==> src/rtl/cmtimer_pkg.sv <==
package cmtimer_pkg;

    // Control-word encoding: bit 0 runs the counter, bit 1 restarts on match.
    typedef enum logic [1:0] {
        ST_HALT   = 2'b00,
        ST_FREE   = 2'b01,
        ST_PARKED = 2'b10,
        ST_RELOAD = 2'b11
    } run_state_e;

    // Register slot inside one channel bank, from byte address bits [3:2].
    typedef enum logic [1:0] {
        REG_MATCH = 2'd0,
        REG_COUNT = 2'd1,
        REG_CTRL  = 2'd2,
        REG_CLEAR = 2'd3
    } reg_sel_e;

    localparam int BANK_STRIDE = 16;
    localparam int BANK_SH     = $clog2(BANK_STRIDE);

endpackage

==> src/rtl/cmtimer_chan.sv <==
module cmtimer_chan
    import cmtimer_pkg::*;
#(
    parameter int CNT_W  = 32,
    parameter int DATA_W = 32
) (
    input  logic              clk,
    input  logic              rst_n,
    input  logic              tick,
    input  logic              match_we,
    input  logic              ctrl_we,
    input  logic              clr_we,
    input  logic [DATA_W-1:0] wdata,
    output logic [DATA_W-1:0] count_o,
    output logic [DATA_W-1:0] match_o,
    output logic [1:0]        ctrl_o,
    output logic              irq_o
);

    run_state_e       state_q, state_d;
    logic [CNT_W-1:0] count_q;
    logic [CNT_W-1:0] match_q;
    logic [CNT_W-1:0] cnt_inc;
    logic             running;
    logic             restart;
    logic             hit;
    logic             irq_q;

    // Next-state: a control write jumps straight to the written mode.
    always_comb begin
        state_d = state_q;
        if (ctrl_we) begin
            unique case (wdata[1:0])
                2'b00: state_d = ST_HALT;
                2'b01: state_d = ST_FREE;
                2'b10: state_d = ST_PARKED;
                2'b11: state_d = ST_RELOAD;
            endcase
        end
    end

    always_ff @(posedge clk or negedge rst_n) begin
        if (!rst_n) state_q <= ST_HALT;
        else        state_q <= state_d;
    end

    assign running = (state_q == ST_FREE) || (state_q == ST_RELOAD);
    assign restart = (state_q == ST_RELOAD);
    assign cnt_inc = count_q + 1'b1;
    assign hit     = running && tick && (cnt_inc == match_q);

    always_ff @(posedge clk or negedge rst_n) begin
        if (!rst_n)                count_q <= '0;
        else if (clr_we)           count_q <= '0;
        else if (running && tick)  count_q <= (hit && restart) ? '0 : cnt_inc;
    end

    always_ff @(posedge clk or negedge rst_n) begin
        if (!rst_n)        match_q <= '1;
        else if (match_we) match_q <= wdata[CNT_W-1:0];
    end

    // Output process: registered expiry pulse.
    always_ff @(posedge clk or negedge rst_n) begin
        if (!rst_n) irq_q <= 1'b0;
        else        irq_q <= hit && !clr_we;
    end

    assign count_o = DATA_W'(count_q);
    assign match_o = DATA_W'(match_q);
    assign ctrl_o  = state_q;
    assign irq_o   = irq_q;

    AST_CLEAR_ZERO: assert property (@(posedge clk) disable iff (!rst_n)
        clr_we |=> (count_q == '0));

    AST_HALT_HOLDS: assert property (@(posedge clk) disable iff (!rst_n)
        (!running && !clr_we) |=> $stable(count_q));

    AST_STEP_ONE: assert property (@(posedge clk) disable iff (!rst_n)
        (state_q == ST_FREE && tick && !clr_we) |=> (count_q == $past(count_q) + 1'b1));

    AST_IRQ_AFTER_TICK: assert property (@(posedge clk) disable iff (!rst_n)
        irq_q |-> ($past(tick) && ($past(state_q) == ST_FREE || $past(state_q) == ST_RELOAD)));

    AST_FREE_AT_MATCH: assert property (@(posedge clk) disable iff (!rst_n)
        (irq_q && $past(state_q) == ST_FREE) |-> (count_q == $past(match_q)));

    AST_RELOAD_ZERO: assert property (@(posedge clk) disable iff (!rst_n)
        (irq_q && $past(state_q) == ST_RELOAD) |-> (count_q == '0));

endmodule

==> src/rtl/cmtimer_decode.sv <==
module cmtimer_decode
    import cmtimer_pkg::*;
#(
    parameter int ADDR_W = 6,
    parameter int DATA_W = 32,
    parameter int NUM_CH = 2
) (
    input  logic                           clk,
    input  logic                           rst_n,
    input  logic [ADDR_W-1:0]              bus_addr,
    input  logic                           bus_wr,
    input  logic                           prot_wbit,
    input  logic [NUM_CH-1:0][DATA_W-1:0]  ch_count,
    input  logic [NUM_CH-1:0][DATA_W-1:0]  ch_match,
    input  logic [NUM_CH-1:0][1:0]         ch_ctrl,
    output logic [NUM_CH-1:0]              match_we,
    output logic [NUM_CH-1:0]              ctrl_we,
    output logic [NUM_CH-1:0]              clr_we,
    output logic [DATA_W-1:0]              bus_rdata
);

    localparam int CH_W      = (NUM_CH > 1) ? $clog2(NUM_CH) : 1;
    localparam int PROT_ADDR = NUM_CH * BANK_STRIDE;

    logic            prot_q;
    logic            aligned;
    logic            bank_hit;
    logic            prot_hit;
    logic [CH_W-1:0] ch_idx;
    reg_sel_e        rsel;

    assign aligned  = (bus_addr[1:0] == 2'b00);
    assign bank_hit = aligned && (int'(bus_addr) < PROT_ADDR);
    assign prot_hit = (int'(bus_addr) == PROT_ADDR);
    assign ch_idx   = bus_addr[BANK_SH +: CH_W];
    assign rsel     = reg_sel_e'(bus_addr[3:2]);

    always_ff @(posedge clk or negedge rst_n) begin
        if (!rst_n)                 prot_q <= 1'b0;
        else if (bus_wr && prot_hit) prot_q <= prot_wbit;
    end

    for (genvar c = 0; c < NUM_CH; c++) begin : g_we
        logic sel;
        assign sel         = bus_wr && bank_hit && !prot_q && (ch_idx == CH_W'(c));
        assign match_we[c] = sel && (rsel == REG_MATCH);
        assign ctrl_we[c]  = sel && (rsel == REG_CTRL);
        assign clr_we[c]   = sel && (rsel == REG_CLEAR);
    end

    always_comb begin
        bus_rdata = '0;
        if (prot_hit) begin
            bus_rdata = DATA_W'(prot_q);
        end else if (bank_hit) begin
            unique case (rsel)
                REG_MATCH: bus_rdata = ch_match[ch_idx];
                REG_COUNT: bus_rdata = ch_count[ch_idx];
                REG_CTRL:  bus_rdata = DATA_W'(ch_ctrl[ch_idx]);
                REG_CLEAR: bus_rdata = '0;
            endcase
        end
    end

    AST_PROT_BLOCKS: assert property (@(posedge clk) disable iff (!rst_n)
        prot_q |-> ({match_we, ctrl_we, clr_we} == '0));

    AST_ONE_STROBE: assert property (@(posedge clk) disable iff (!rst_n)
        $onehot0({match_we, ctrl_we, clr_we}));

endmodule

==> src/rtl/cmtimer_pair.sv <==
module cmtimer_pair
    import cmtimer_pkg::*;
#(
    parameter int CNT_W  = 32,
    parameter int DATA_W = 32,
    parameter int ADDR_W = 6
) (
    input  logic              clk,
    input  logic              rst_n,
    input  logic              gp_tick,
    input  logic              dbg_tick,
    input  logic [ADDR_W-1:0] bus_addr,
    input  logic              bus_wr,
    input  logic [DATA_W-1:0] bus_wdata,
    output logic [DATA_W-1:0] bus_rdata,
    output logic              gp_irq,
    output logic              dbg_irq
);

    localparam int NUM_CH = 2;

    logic [NUM_CH-1:0][DATA_W-1:0] cnt_v;
    logic [NUM_CH-1:0][DATA_W-1:0] match_v;
    logic [NUM_CH-1:0][1:0]        ctrl_v;
    logic [NUM_CH-1:0]             tick_v;
    logic [NUM_CH-1:0]             irq_v;
    logic [NUM_CH-1:0]             mwe_v;
    logic [NUM_CH-1:0]             cwe_v;
    logic [NUM_CH-1:0]             clwe_v;

    assign tick_v = {dbg_tick, gp_tick};

    cmtimer_decode #(
        .ADDR_W (ADDR_W),
        .DATA_W (DATA_W),
        .NUM_CH (NUM_CH)
    ) u_dec (
        .clk       (clk),
        .rst_n     (rst_n),
        .bus_addr  (bus_addr),
        .bus_wr    (bus_wr),
        .prot_wbit (bus_wdata[0]),
        .ch_count  (cnt_v),
        .ch_match  (match_v),
        .ch_ctrl   (ctrl_v),
        .match_we  (mwe_v),
        .ctrl_we   (cwe_v),
        .clr_we    (clwe_v),
        .bus_rdata (bus_rdata)
    );

    for (genvar c = 0; c < NUM_CH; c++) begin : g_ch
        cmtimer_chan #(
            .CNT_W  (CNT_W),
            .DATA_W (DATA_W)
        ) u_chan (
            .clk      (clk),
            .rst_n    (rst_n),
            .tick     (tick_v[c]),
            .match_we (mwe_v[c]),
            .ctrl_we  (cwe_v[c]),
            .clr_we   (clwe_v[c]),
            .wdata    (bus_wdata),
            .count_o  (cnt_v[c]),
            .match_o  (match_v[c]),
            .ctrl_o   (ctrl_v[c]),
            .irq_o    (irq_v[c])
        );
    end

    assign gp_irq  = irq_v[0];
    assign dbg_irq = irq_v[1];

    AST_IRQ_SPLIT: assert property (@(posedge clk) disable iff (!rst_n)
        gp_irq |-> $past(gp_tick));

endmodule

==> config.mk <==
export PLATFORM = sky130hd
export DESIGN_NAME = cmtimer_pair
export DESIGN_NICKNAME = d
export VERILOG_FILES = /design/src/rtl/cmtimer_pkg.sv /design/src/rtl/cmtimer_chan.sv /design/src/rtl/cmtimer_decode.sv /design/src/rtl/cmtimer_pair.sv
export SDC_FILE = /design/constraint.sdc
export NUM_CORES = 1
export LEC_CHECK = 0
export BUFFER_PORTS_ARGS = -buffer_cell sky130_fd_sc_hd__buf_2
export CORE_UTILIZATION = 45
export CTS_BUF_LIST = sky130_fd_sc_hd__clkbuf_8
export DETAILED_ROUTE_END_ITERATION = 8
export RECOVER_POWER = 50
export SKIP_LAST_GASP = 1
export SLEW_MARGIN = 20
export SYNTH_ARGS = -nofsm -noshare
export SYNTH_HDL_FRONTEND = slang
export SYNTH_HIERARCHICAL = 1
export SYNTH_SLANG_ARGS = --single-unit
==> constraint.sdc <==
create_clock -name clk -period 7.45 [get_ports clk]
set_input_delay 0.745 -clock clk [delete_from_list [all_inputs] [get_ports clk]]
set_output_delay 0.745 -clock clk [all_outputs]
set_load 0.005 [all_outputs]
==> results of run 1 <==
[sequential cells by signal, summed over array words and instances, names as in the netlist]
| register | cells |
|---|---|
| g_ch.u_chan/irq_o | 2 |
| u_dec/prot_q | 1 |
| g_ch.u_chan/count_o | 64 |
| g_ch.u_chan/ctrl_o | 4 |
| g_ch.u_chan/match_o | 64 |
[cells by family after synthesis]
logic type | after synthesis
simple gates | 349
compound gates | 191
mux | 145
flops | 135
buf+inv | 115
xor+xnor | 98
fa+ha+maj | 2
[stage by stage]
step | utilization, % | hold slack, ns | cell area, um2 | worst slack, ns | std cells
floorplan | - | 0.4494 | 9657 | 4.534 | 1035
global placement | 47.68 | 0.5366 | 10020 | 3.021 | 1312
detailed placement | 47.68 | 0.5462 | 10020 | 3.059 | 1312
CTS | 49.36 | 0.2755 | 10380 | 3.024 | 1344
global route | 49.26 | 0.5004 | 10360 | 1.818 | 1344
finish | 49.26 | 0.5292 | 10360 | 2.648 | 1344
[placed cells by master (no fill, tap or decap), drive strengths merged, types with 8 or more instances in the layout]
master,n
a21oi,52
nor3,21
nand3,59
xor2,40
mux2i,74
a211o,8
xnor2,58
clkbuf,23
and4,11
nor2,34
inv,38
nand4,37
o21ai,51
dfstp,64
mux2,71
and2,40
dfrtp,71
and3,17
o22ai,33
nor4,22
nand2b,11
buf,80
nand2,69
a31oi,18
[area by class of cell]
| type | count | area [um2] | area share [%] |
|---|---|---|---|
| repair buffers | 86 | 444.2 | 4.289 |
| well taps | 275 | 344.1 | 3.322 |
| flip-flops and latches | 135 | 3458 | 33.39 |
| inverters | 31 | 116.4 | 1.124 |
| clock inverters | 15 | 120.1 | 1.160 |
| clock buffers | 17 | 234.0 | 2.259 |
| multi-input cells | 785 | 5639 | 54.45 |
[path summary, 6_finish.rpt]
kind                       depth (start not counted)  slack, ns                              startpoint                                      to
setup / recovery                                   2       2.65                                   rst_n   g_ch[0].u_chan/count_o[5]$_DFFE_PN0P_
hold / removal                                     2       0.53                           bus_wdata[24]  g_ch[0].u_chan/match_o[24]$_DFFE_PN1P_
setup reg to reg                                  11       2.99   g_ch[0].u_chan/count_o[0]$_DFFE_PN0P_  g_ch[0].u_chan/count_o[14]$_DFFE_PN0P_
hold reg to reg                                    1       0.56  g_ch[0].u_chan/count_o[31]$_DFFE_PN0P_  g_ch[0].u_chan/count_o[31]$_DFFE_PN0P_
max in group clk                                   6       2.94                             bus_addr[4]                           bus_rdata[18]
min in group asynchronous                          1       1.51                                   rst_n  g_ch[1].u_chan/count_o[30]$_DFFE_PN0P_
[per-layer routing]
layer / wire, um / GRT usage (%)
met1: 13140 / 38.24
met2: 12860 / 39.42
met3: 1943 / 5.828
met4: 532 / 7.268
met5: 0 / 0
[power by group]
part / switching, mW / internal [mW] / total, mW
sequential: 0.180 / 0.863 / 1.04
clock: 0.336 / 0.236 / 0.572
combinational: 0.278 / 0.235 / 0.513
total: 0.793 / 1.33 / 2.13
==> impl_metrics.sql, run 1 <==
INSERT INTO impl_metrics (metric_group, metric, value, unit) VALUES
('place', 'portBuffers', '76', ''),
('final_layout', 'design.final.nets', '1101', ''),
('sta', 'timing.final.setup_violations', '0', ''),
('sta', 'transition_time_at_the_pin_with_the_least_slew_margin', '3.616', 'ns'),
('synthesis', 'yosys_most_used_dff', 'sky130_fd_sc_hd__dfrtp_1', ''),
('worst_setup_path', 'crit_type', 'in2async', ''),
('floorplanning', 'dieHeight', '148.5', 'um'),
('floorplanning', 'io_pins', '77', ''),
('power', 'cellPowerDensity', '205.4', 'mW/mm2'),
('final_layout', 'area_delta_synth_final', '7.243', '%'),
('cts', 'cts-resized-gates', '0', ''),
('cts', 'ctsRootBufferMaster', 'sky130_fd_sc_hd__clkbuf_8', ''),
('place', 'detailed_place_hpwl', '20710', 'um'),
('synthesis', 'synth_top_cell_area_share', '18.40', '%'),
('cts', 'h-tree-depth', '4', ''),
('detailed_routing', 'drt_wl_total', '28470', 'um'),
('detailed_routing', 'num_vias', '8142', ''),
('sta', 'post-route-min-period', '4.802', 'ns'),
('synthesis', 'post_synth_most_frequent_cells', 'sky130_fd_sc_hd__mux2i_1, sky130_fd_sc_hd__dfrtp_1, sky130_fd_sc_hd__mux2_2', ''),
('sta', 'finalClockSkew', '0.01711', 'ns'),
('synthesis', 'compound_gate_portion_of_the_synthesized_area', '12.06', '%'),
('sta', 'max_slew_margin', '-141.1', '%'),
('power', 'peakVddDrop', '0.09500', 'mV'),
('detailed_routing', 'wl_per_cell', '21.18', 'um'),
('final_layout', 'antenna-diode-count', '0', ''),
('cts', 'clock_sink_count', '135', ''),
('floorplanning', 'placement_rows', '53', ''),
('sta', 'final_count_of_pins_violating_max_slew', '201', ''),
('place', 'place.gp.congestion', '0.9236', ''),
('synthesis', 'post-synth-top-area-cell', 'sky130_fd_sc_hd__dfrtp_1', ''),
('grt', 'first_global_vias', '7490', ''),
('worst_setup_path', 'timing.critical_path.max_delay_family', 'buffers and inverters', ''),
('synthesis', 'syn_area', '0.009657', 'mm2'),
('synthesis', 'synthAdderAreaFrac', '0.2591', '%'),
('synthesis', 'ys_warn_count', '6', ''),
('run_status', 'failed_checks', 'max-capacitance violations, max-slew violations', ''),
('synthesis', 'muxShareOfSynthArea', '15.95', '%'),
('sta', 'fmaxAchievable', '0.2083', 'GHz'),
('worst_setup_path', 'endpoint_kind', 'async pin', ''),
('worst_setup_path', 'critical_path.max_fanout', '73', ''),
('synthesis', 'syn_inst', '1035', ''),
('sta', 'final_hold_viol_count', '0', ''),
('floorplanning', 'floorplan.core_area', '0.02102', 'mm2'),
('synthesis', 'synth_simple_gate_area_share', '20.86', '%'),
('final_layout', 'layout-drive-gt1-share', '25.72', '%'),
('sta', 'setup_tns', '0', 'ns'),
('synthesis', 'post-synth-top-count-cell', 'sky130_fd_sc_hd__mux2i_1', ''),
('cts', 'post_cts_buffers', '0', ''),
('floorplanning', 'initial_core_util', '45.94', '%'),
('power', 'total_leakage_power', '4.288', 'nW'),
('synthesis', 'number_of_unique_standard_cell_types_used_by_synthesis', '55', ''),
('detailed_routing', 'antenna_violating_nets_post_route', '0', ''),
('detailed_routing', 'drt_first_pass_iters', '5', ''),
('final_layout', 'nFillCells', '1973', ''),
('run', 'max_cap_violations', '4', ''),
('detailed_routing', 'detail_route.iter0.violations', '675', ''),
('floorplanning', 'dieArea', '0.02205', 'mm2'),
('worst_setup_path', 'cp.buffers_inverters', '2', ''),
('cts', 'cts_inserted_buffers', '17', ''),
('worst_setup_path', 'critPathMaxStageDelay', '2.49', 'ns'),
('cts', 'ctsHoldBuffers', '0', ''),
('worst_hold_path', 'min_path_type', 'in2reg', ''),
('worst_setup_path', 'worstSetupStartpointType', 'primary input', ''),
('synthesis', 'synth_top_cells_by_area', 'sky130_fd_sc_hd__dfrtp_1, sky130_fd_sc_hd__dfstp_2, sky130_fd_sc_hd__mux2_2', ''),
('worst_setup_path', 'critPathRequiredTime', '7.66', 'ns'),
('worst_setup_path', 'worstPathArrival', '5.01', 'ns'),
('run_status', 'status', 'finished, violations left', ''),
('floorplanning', 'die_w', '148.5', 'um'),
('worst_setup_path', 'worstPathCellList', 'clkbuf_1 -> clkbuf_2', ''),
('synthesis', 'combinational_family_with_the_most_area_after_synthesis', 'simple AND/OR/NAND/NOR gates', ''),
('sta', 'rsz_0062_raised_after_global_routing', 'false', '');
Note: power is estimated with default switching activity, not from simulation.
==> inputs of run 2 (changes only) <==
- clock period: 7.45 -> 4.8 ns (I/O delays scaled with it)
==> impl_metrics.sql, run 2 (same netlist as run 1, synthesis figures left out) <==
INSERT INTO impl_metrics (metric_group, metric, value, unit) VALUES
('run_status', 'status', 'finished, violations left', ''),
('run_status', 'failed_checks', 'max-capacitance violations, max-slew violations', ''),
('worst_setup_path', 'critPathRequiredTime', '5.15', 'ns'),
('place', 'detailed_place_hpwl', '20820', 'um'),
('sta', 'setup_tns', '0', 'ns'),
('worst_hold_path', 'holdCritStartpoint', 'bus_wdata[7]', ''),
('sta', 'max_slew_margin', '-61.09', '%'),
('detailed_routing', 'wl_per_cell', '21.25', 'um'),
('worst_setup_path', 'worstPathCellList', 'ha_1 -> and4_1 -> nand2_1 -> nor3_2 -> nand4_1 -> a211o_1 -> nor4_2 -> a41oi_4 -> and3_1 -> a211o_1', ''),
('grt', 'groute.usage.overall', '26.91', '%'),
('final_layout', 'instances_no_fill', '1348', ''),
('cts', 'clock_sink_count', '135', ''),
('sta', 'post-route-worst-setup-slack', '0.6419', 'ns'),
('final_layout', 'final_core_utilization', '49.69', '%'),
('detailed_routing', 'drt_first_pass_iters', '5', ''),
('grt', 'globalRoute.totalOverflow', '0', ''),
('power', 'cellPowerDensity', '333.2', 'mW/mm2'),
('final_layout', 'layout-drive-gt1-share', '25.63', '%'),
('sta', 'finalClockSkew', '0.01580', 'ns'),
('worst_setup_path', 'worst_path_max_delay_cell', 'sky130_fd_sc_hd__nor3_2', ''),
('place', 'dp_worst_setup_slack', '0.7355', 'ns'),
('worst_setup_path', 'worst_r2r_endpoint', 'g_ch[0].u_chan/count_o[14]$_DFFE_PN0P_', ''),
('floorplanning', 'initial_core_util', '45.94', '%'),
('cts', 'ctsHoldBuffers', '0', ''),
('place', 'placedCellCount', '1316', ''),
('worst_setup_path', 'critical_path.max_fanout', '28', ''),
('floorplanning', 'placement_rows', '53', ''),
('sta', 'timing.final.setup_violations', '0', ''),
('power', 'total_power', '3.481', 'mW'),
('sta', 'transition_time_at_the_pin_with_the_least_slew_margin', '2.416', 'ns'),
('cts', 'clkLatencyLatePin', '0.47', 'ns'),
('floorplanning', 'dieArea', '0.02205', 'mm2'),
('worst_hold_path', 'holdPathStages', '2', ''),
('final_layout', 'design.final.nets', '1105', ''),
('grt', 'first_global_vias', '7564', ''),
('worst_setup_path', 'crit_type', 'reg2reg', ''),
('worst_setup_path', 'critPathMaxStageDelay', '0.62', 'ns'),
('cts', 'post_cts_buffers', '0', ''),
('detailed_routing', 'antenna_violating_nets_post_route', '0', ''),
('run', 'max_cap_violations', '4', ''),
('floorplanning', 'floorplan.core_area', '0.02102', 'mm2'),
('cts', 'clk_path_buf_depth', '2', ''),
('grt', 'antenna_violations_before_repair', '0', ''),
('final_layout', 'antenna-diode-count', '0', ''),
('floorplanning', 'io_pins', '77', ''),
('cts', 'worst_setup_hold_path_clk_slew', '0.09', 'ns'),
('worst_setup_path', 'reg2reg_slack', '0.64', 'ns'),
('sta', 'fin_crit_sh', '86.63', '%'),
('worst_setup_path', 'worstPathArrival', '4.51', 'ns'),
('place', 'post_dp_cell_area', '0.01005', 'mm2'),
('final_layout', 'nFillCells', '2005', ''),
('power', 'total_leakage_power', '4.359', 'nW'),
('detailed_routing', 'num_vias', '8105', ''),
('grt', 'grt_max_degree', '92', ''),
('cts', 'h-tree-depth', '4', ''),
('cts', 'cts_inserted_buffers', '17', ''),
('sta', 'rsz_0062_raised_after_global_routing', 'false', ''),
('place', 'portBuffers', '76', ''),
('cts', 'ctsRootBufferMaster', 'sky130_fd_sc_hd__clkbuf_8', ''),
('sta', 'fmaxAchievable', '0.2405', 'GHz'),
('worst_setup_path', 'endpoint_kind', 'flop', ''),
('sta', 'post-route-min-period', '4.158', 'ns'),
('sta', 'final_hold_viol_count', '0', ''),
('power', 'peakVddDrop', '0.1774', 'mV'),
('detailed_routing', 'detail_route.vias_per_cell', '6.013', ''),
('detailed_routing', 'drt_wl_total', '28640', 'um'),
('final_layout', 'area_delta_synth_final', '8.176', '%'),
('floorplanning', 'dieHeight', '148.5', 'um'),
('worst_setup_path', 'r2r_start', 'g_ch[0].u_chan/count_o[0]$_DFFE_PN0P_', ''),
('final_layout', 'final_design_area_no_fill', '0.01045', 'mm2'),
('final_layout', 'most-common-layout-cells', 'sky130_fd_sc_hd__mux2i_1, sky130_fd_sc_hd__mux2_2, sky130_fd_sc_hd__dfrtp_1, sky130_fd_sc_hd__buf_2, sky130_fd_sc_hd__nand2_1', ''),
('detailed_routing', 'detail_route.iter0.violations', '798', ''),
('detailed_routing', 'post-route-drc-count', '0', ''),
('worst_setup_path', 'worstSetupStartpointType', 'flop', ''),
('cts', 'tritoncts', 'built', ''),
('cts', 'cts-resized-gates', '0', ''),
('sta', 'final_count_of_pins_violating_max_slew', '214', ''),
('worst_setup_path', 'crit_top_cell', 'sky130_fd_sc_hd__a211o_1', ''),
('sta', 'hold-worst-slack', '0.2591', 'ns'),
('worst_setup_path', 'reg2regPathDepth', '10', ''),
('floorplanning', 'die_w', '148.5', 'um'),
('final_layout', 'layout_commonest_cell', 'sky130_fd_sc_hd__mux2i_1', ''),
('worst_hold_path', 'min_path_type', 'in2reg', ''),
('worst_hold_path', 'hold_end', 'g_ch[0].u_chan/match_o[7]$_DFFE_PN1P_', ''),
('grt', 'first_pass_grt_wire_length', '44800', 'um'),
('place', 'place.gp.congestion', '0.9147', '');
==> run 2: where the power goes <==
group	switching [mW]	total, mW	internal (mW)
combinational	0.442	0.815	0.372
sequential	0.273	1.61	1.34
clock	0.478	1.05	0.576
total	1.19	3.48	2.29
==> run 2: worst max-delay path by stage <==
stage | to | slack [ns] | start | cells past startpoint
after global routing | g_ch[0].u_chan/count_o[28]$_DFFE_PN0P_ | 0.38 | g_ch[0].u_chan/count_o[4]$_DFFE_PN0P_ | 10
after CTS | g_ch[0].u_chan/count_o[28]$_DFFE_PN0P_ | 0.71 | g_ch[0].u_chan/count_o[0]$_DFFE_PN0P_ | 11
final | g_ch[0].u_chan/count_o[14]$_DFFE_PN0P_ | 0.64 | g_ch[0].u_chan/count_o[0]$_DFFE_PN0P_ | 10
after floorplan | g_ch[1].u_chan/count_o[15]$_DFFE_PN0P_ | 1.88 | g_ch[1].u_chan/count_o[0]$_DFFE_PN0P_ | 13
after global placement | g_ch[0].u_chan/count_o[28]$_DFFE_PN0P_ | 0.82 | g_ch[0].u_chan/count_o[0]$_DFFE_PN0P_ | 11
after detailed placement | g_ch[0].u_chan/count_o[28]$_DFFE_PN0P_ | 0.74 | g_ch[0].u_chan/count_o[0]$_DFFE_PN0P_ | 11
==> run 2: metal layers <==
metal	wire (um)	vias up	part of all wire, %	GRT usage, %
met5	0	-	0	0
met4	847	0	3.0	9.485
met3	1646	40	5.7	5.276
met2	12480	239	44	38.43
met1	13660	4030	48	39.98
li1	-	3796	-	-
==> run 2: cell type report <==
cell class	count	area, um2	share of cell area [%]
multi-input cells	785	5628	53.87
repair buffers	90	467.9	4.480
clock buffers	18	247.7	2.372
well taps	275	344.1	3.294
clock inverters	14	183.9	1.761
inverters	31	116.4	1.114
flip-flops and latches	135	3458	33.11
==> run 2: worst max-delay path: cells and delay by family (launching register included) <==
kind / cells / cell delay (ns)
compound gates: 3 / 1.10
flops: 1 / 0.47
simple gates: 6 / 2.16
fa+ha+maj: 1 / 0.31
==> inputs of run 3 (changes only) <==
- CELL_PAD_IN_SITES_DETAIL_PLACEMENT: unset -> 0
- CELL_PAD_IN_SITES_GLOBAL_PLACEMENT: unset -> 1
- PLACE_DENSITY_LB_ADDON: unset -> 0.1
==> impl_metrics.sql, run 3 (same netlist as run 1, synthesis figures left out) <==
INSERT INTO impl_metrics (metric_group, metric, value, unit) VALUES
('run_status', 'status', 'finished, violations left', ''),
('run_status', 'failed_checks', 'max-capacitance violations, max-slew violations', ''),
('power', 'total_power', '3.507', 'mW'),
('worst_setup_path', 'critical_path.max_fanout', '31', ''),
('detailed_routing', 'drt_first_pass_iters', '5', ''),
('cts', 'ctsHoldBuffers', '0', ''),
('worst_setup_path', 'reg2regPathDepth', '11', ''),
('grt', 'antenna_violations_before_repair', '1', ''),
('worst_setup_path', 'worst_r2r_endpoint', 'g_ch[0].u_chan/count_o[25]$_DFFE_PN0P_', ''),
('grt', 'first_pass_grt_wire_length', '46350', 'um'),
('floorplanning', 'dieArea', '0.02205', 'mm2'),
('cts', 'cts-resized-gates', '0', ''),
('power', 'total_leakage_power', '4.354', 'nW'),
('sta', 'finalClockSkew', '0.01645', 'ns'),
('floorplanning', 'placement_rows', '53', ''),
('final_layout', 'most-common-layout-cells', 'sky130_fd_sc_hd__mux2i_1, sky130_fd_sc_hd__buf_2, sky130_fd_sc_hd__mux2_2, sky130_fd_sc_hd__dfrtp_1, sky130_fd_sc_hd__nand2_1', ''),
('final_layout', 'area_delta_synth_final', '8.163', '%'),
('floorplanning', 'die_w', '148.5', 'um'),
('floorplanning', 'initial_core_util', '45.94', '%'),
('cts', 'h-tree-depth', '4', ''),
('detailed_routing', 'post-route-drc-count', '0', ''),
('detailed_routing', 'antenna_violating_nets_post_route', '0', ''),
('worst_setup_path', 'worstPathArrival', '4.50', 'ns'),
('grt', 'globalRoute.totalOverflow', '0', ''),
('floorplanning', 'dieHeight', '148.5', 'um'),
('sta', 'setup_tns', '0', 'ns'),
('cts', 'worst_setup_hold_path_clk_slew', '0.09', 'ns'),
('sta', 'timing.final.setup_violations', '0', ''),
('power', 'peakVddDrop', '0.1663', 'mV'),
('detailed_routing', 'drt_wl_total', '30180', 'um'),
('power', 'cellPowerDensity', '335.7', 'mW/mm2'),
('grt', 'most_heavily_used_metal_layer_in_global_routing', 'met2', ''),
('sta', 'fmaxAchievable', '0.2400', 'GHz'),
('final_layout', 'layout-drive-gt1-share', '25.98', '%'),
('detailed_routing', 'wl_per_cell', '22.42', 'um'),
('worst_setup_path', 'r2r_start', 'g_ch[0].u_chan/count_o[0]$_DFFE_PN0P_', ''),
('worst_hold_path', 'holdPathStages', '2', ''),
('cts', 'clk_path_buf_depth', '2', ''),
('worst_setup_path', 'endpoint_kind', 'flop', ''),
('cts', 'post_cts_buffers', '0', ''),
('sta', 'final_hold_viol_count', '0', ''),
('grt', 'grt_use_met1', '40.46', '%'),
('sta', 'final_count_of_pins_violating_max_slew', '118', ''),
('sta', 'max_slew_margin', '-71.07', '%'),
('run', 'max_cap_violations', '2', ''),
('cts', 'clkLatencyLatePin', '0.47', 'ns'),
('worst_hold_path', 'holdCritStartpoint', 'bus_wdata[20]', ''),
('sta', 'transition_time_at_the_pin_with_the_least_slew_margin', '2.566', 'ns'),
('cts', 'tritoncts', 'built', ''),
('worst_setup_path', 'worstSetupStartpointType', 'flop', ''),
('floorplanning', 'floorplan.core_area', '0.02102', 'mm2'),
('final_layout', 'layout_commonest_cell', 'sky130_fd_sc_hd__mux2i_1', ''),
('place', 'place.gp.congestion', '0.8968', ''),
('detailed_routing', 'num_vias', '8063', ''),
('worst_hold_path', 'min_path_type', 'in2reg', ''),
('place', 'portBuffers', '76', ''),
('final_layout', 'nFillCells', '2008', ''),
('detailed_routing', 'detail_route.iter0.violations', '616', ''),
('sta', 'rsz_0062_raised_after_global_routing', 'false', ''),
('worst_setup_path', 'critPathRequiredTime', '5.14', 'ns'),
('worst_setup_path', 'reg2reg_slack', '0.63', 'ns'),
('cts', 'ctsRootBufferMaster', 'sky130_fd_sc_hd__clkbuf_8', ''),
('grt', 'use_met3', '5.368', '%'),
('grt', 'gr-usage-met2', '42.73', '%'),
('sta', 'hold-worst-slack', '0.2526', 'ns'),
('grt', 'groute.usage.overall', '28.09', '%'),
('detailed_routing', 'detail_route.vias_per_cell', '5.990', ''),
('floorplanning', 'io_pins', '77', ''),
('worst_setup_path', 'crit_type', 'reg2reg', ''),
('final_layout', 'design.final.nets', '1102', ''),
('grt', 'grt_max_degree', '97', ''),
('cts', 'cts_inserted_buffers', '17', ''),
('sta', 'fin_crit_sh', '86.79', '%'),
('place', 'detailed_place_hpwl', '21710', 'um'),
('worst_hold_path', 'hold_end', 'g_ch[1].u_chan/match_o[20]$_DFFE_PN1P_', ''),
('sta', 'post-route-min-period', '4.166', 'ns'),
('cts', 'clock_sink_count', '135', ''),
('grt', 'first_global_vias', '7600', '');
[run 3: cell count changes in the layout (fill, tap and decap cells not counted), moves of 2 or more]
cell,change
sky130_fd_sc_hd__and2_0,+4
sky130_fd_sc_hd__and2_1,-4
sky130_fd_sc_hd__buf_2,+2
sky130_fd_sc_hd__clkbuf_1,-4
sky130_fd_sc_hd__clkinv_4,+2
sky130_fd_sc_hd__inv_6,+2
[run 3: worst max path at each step]
| stage | startpoint | endpoint | slack, ns | cells past startpoint |
|---|---|---|---|---|
| final | g_ch[0].u_chan/count_o[0]$_DFFE_PN0P_ | g_ch[0].u_chan/count_o[25]$_DFFE_PN0P_ | 0.63 | 11 |
| after global routing | g_ch[1].u_chan/count_o[0]$_DFFE_PN0P_ | g_ch[1].u_chan/count_o[14]$_DFFE_PN0P_ | 0.36 | 11 |
| after CTS | g_ch[0].u_chan/count_o[0]$_DFFE_PN0P_ | g_ch[0].u_chan/count_o[25]$_DFFE_PN0P_ | 0.67 | 11 |
| after detailed placement | g_ch[0].u_chan/count_o[0]$_DFFE_PN0P_ | g_ch[0].u_chan/count_o[25]$_DFFE_PN0P_ | 0.73 | 11 |
| after global placement | g_ch[1].u_chan/count_o[0]$_DFFE_PN0P_ | g_ch[1].u_chan/count_o[14]$_DFFE_PN0P_ | 0.77 | 11 |
| after floorplan | g_ch[1].u_chan/count_o[0]$_DFFE_PN0P_ | g_ch[1].u_chan/count_o[15]$_DFFE_PN0P_ | 1.88 | 13 |
[run 3: power by group]
| group | leakage (nW) | switching, mW | internal, mW |
|---|---|---|---|
| sequential | 1.64 | 0.275 | 1.34 |
| clock | 0.222 | 0.503 | 0.570 |
| combinational | 2.49 | 0.452 | 0.367 |
| total | 4.35 | 1.23 | 2.28 |
[run 3: metal layers]
layer  vias up  part of all wire (%)
met3        30                   6.0
met1      4013                    47
li1       3794                     -
met4         0                   1.5
met5         -                     0
met2       226                    46
[run 3: worst max-delay path: stages (launching register included)]
cell	delay [ns]
sky130_fd_sc_hd__dfrtp_1	0.47
sky130_fd_sc_hd__ha_1	0.31
sky130_fd_sc_hd__and4_1	0.37
sky130_fd_sc_hd__nand2_1	0.28
sky130_fd_sc_hd__nor3_2	0.48
sky130_fd_sc_hd__nand4_1	0.16
sky130_fd_sc_hd__a211o_1	0.34
sky130_fd_sc_hd__nor4_2	0.38
sky130_fd_sc_hd__a41oi_4	0.50
sky130_fd_sc_hd__buf_4	0.42
sky130_fd_sc_hd__a41oi_1	0.25
sky130_fd_sc_hd__a31oi_1	0.06
[run 3: area by class of cell]
class                      instances  area (um2)  area share [%]
antenna                            1       2.502         0.02396
timing repair buffer              87       470.5           4.504
clock inverter                    15       202.7           1.941
sequential                       135        3458           33.11
inverter                          31       116.4           1.114
clock buffer                      17       234.0           2.240
tap                              275       344.1           3.294
multi-input combinational        785        5617           53.77
[run 3: metrics by stage]
step	area, um2	std cells	worst slack [ns]	utilization (%)
after floorplan	9657	1035	1.884	-
after detailed placement	10050	1313	0.7266	47.79
final	10450	1346	0.6340	49.69
after global placement	10050	1313	0.7734	47.79
after CTS	10480	1345	0.6687	49.87
after global routing	10450	1346	0.3614	49.69
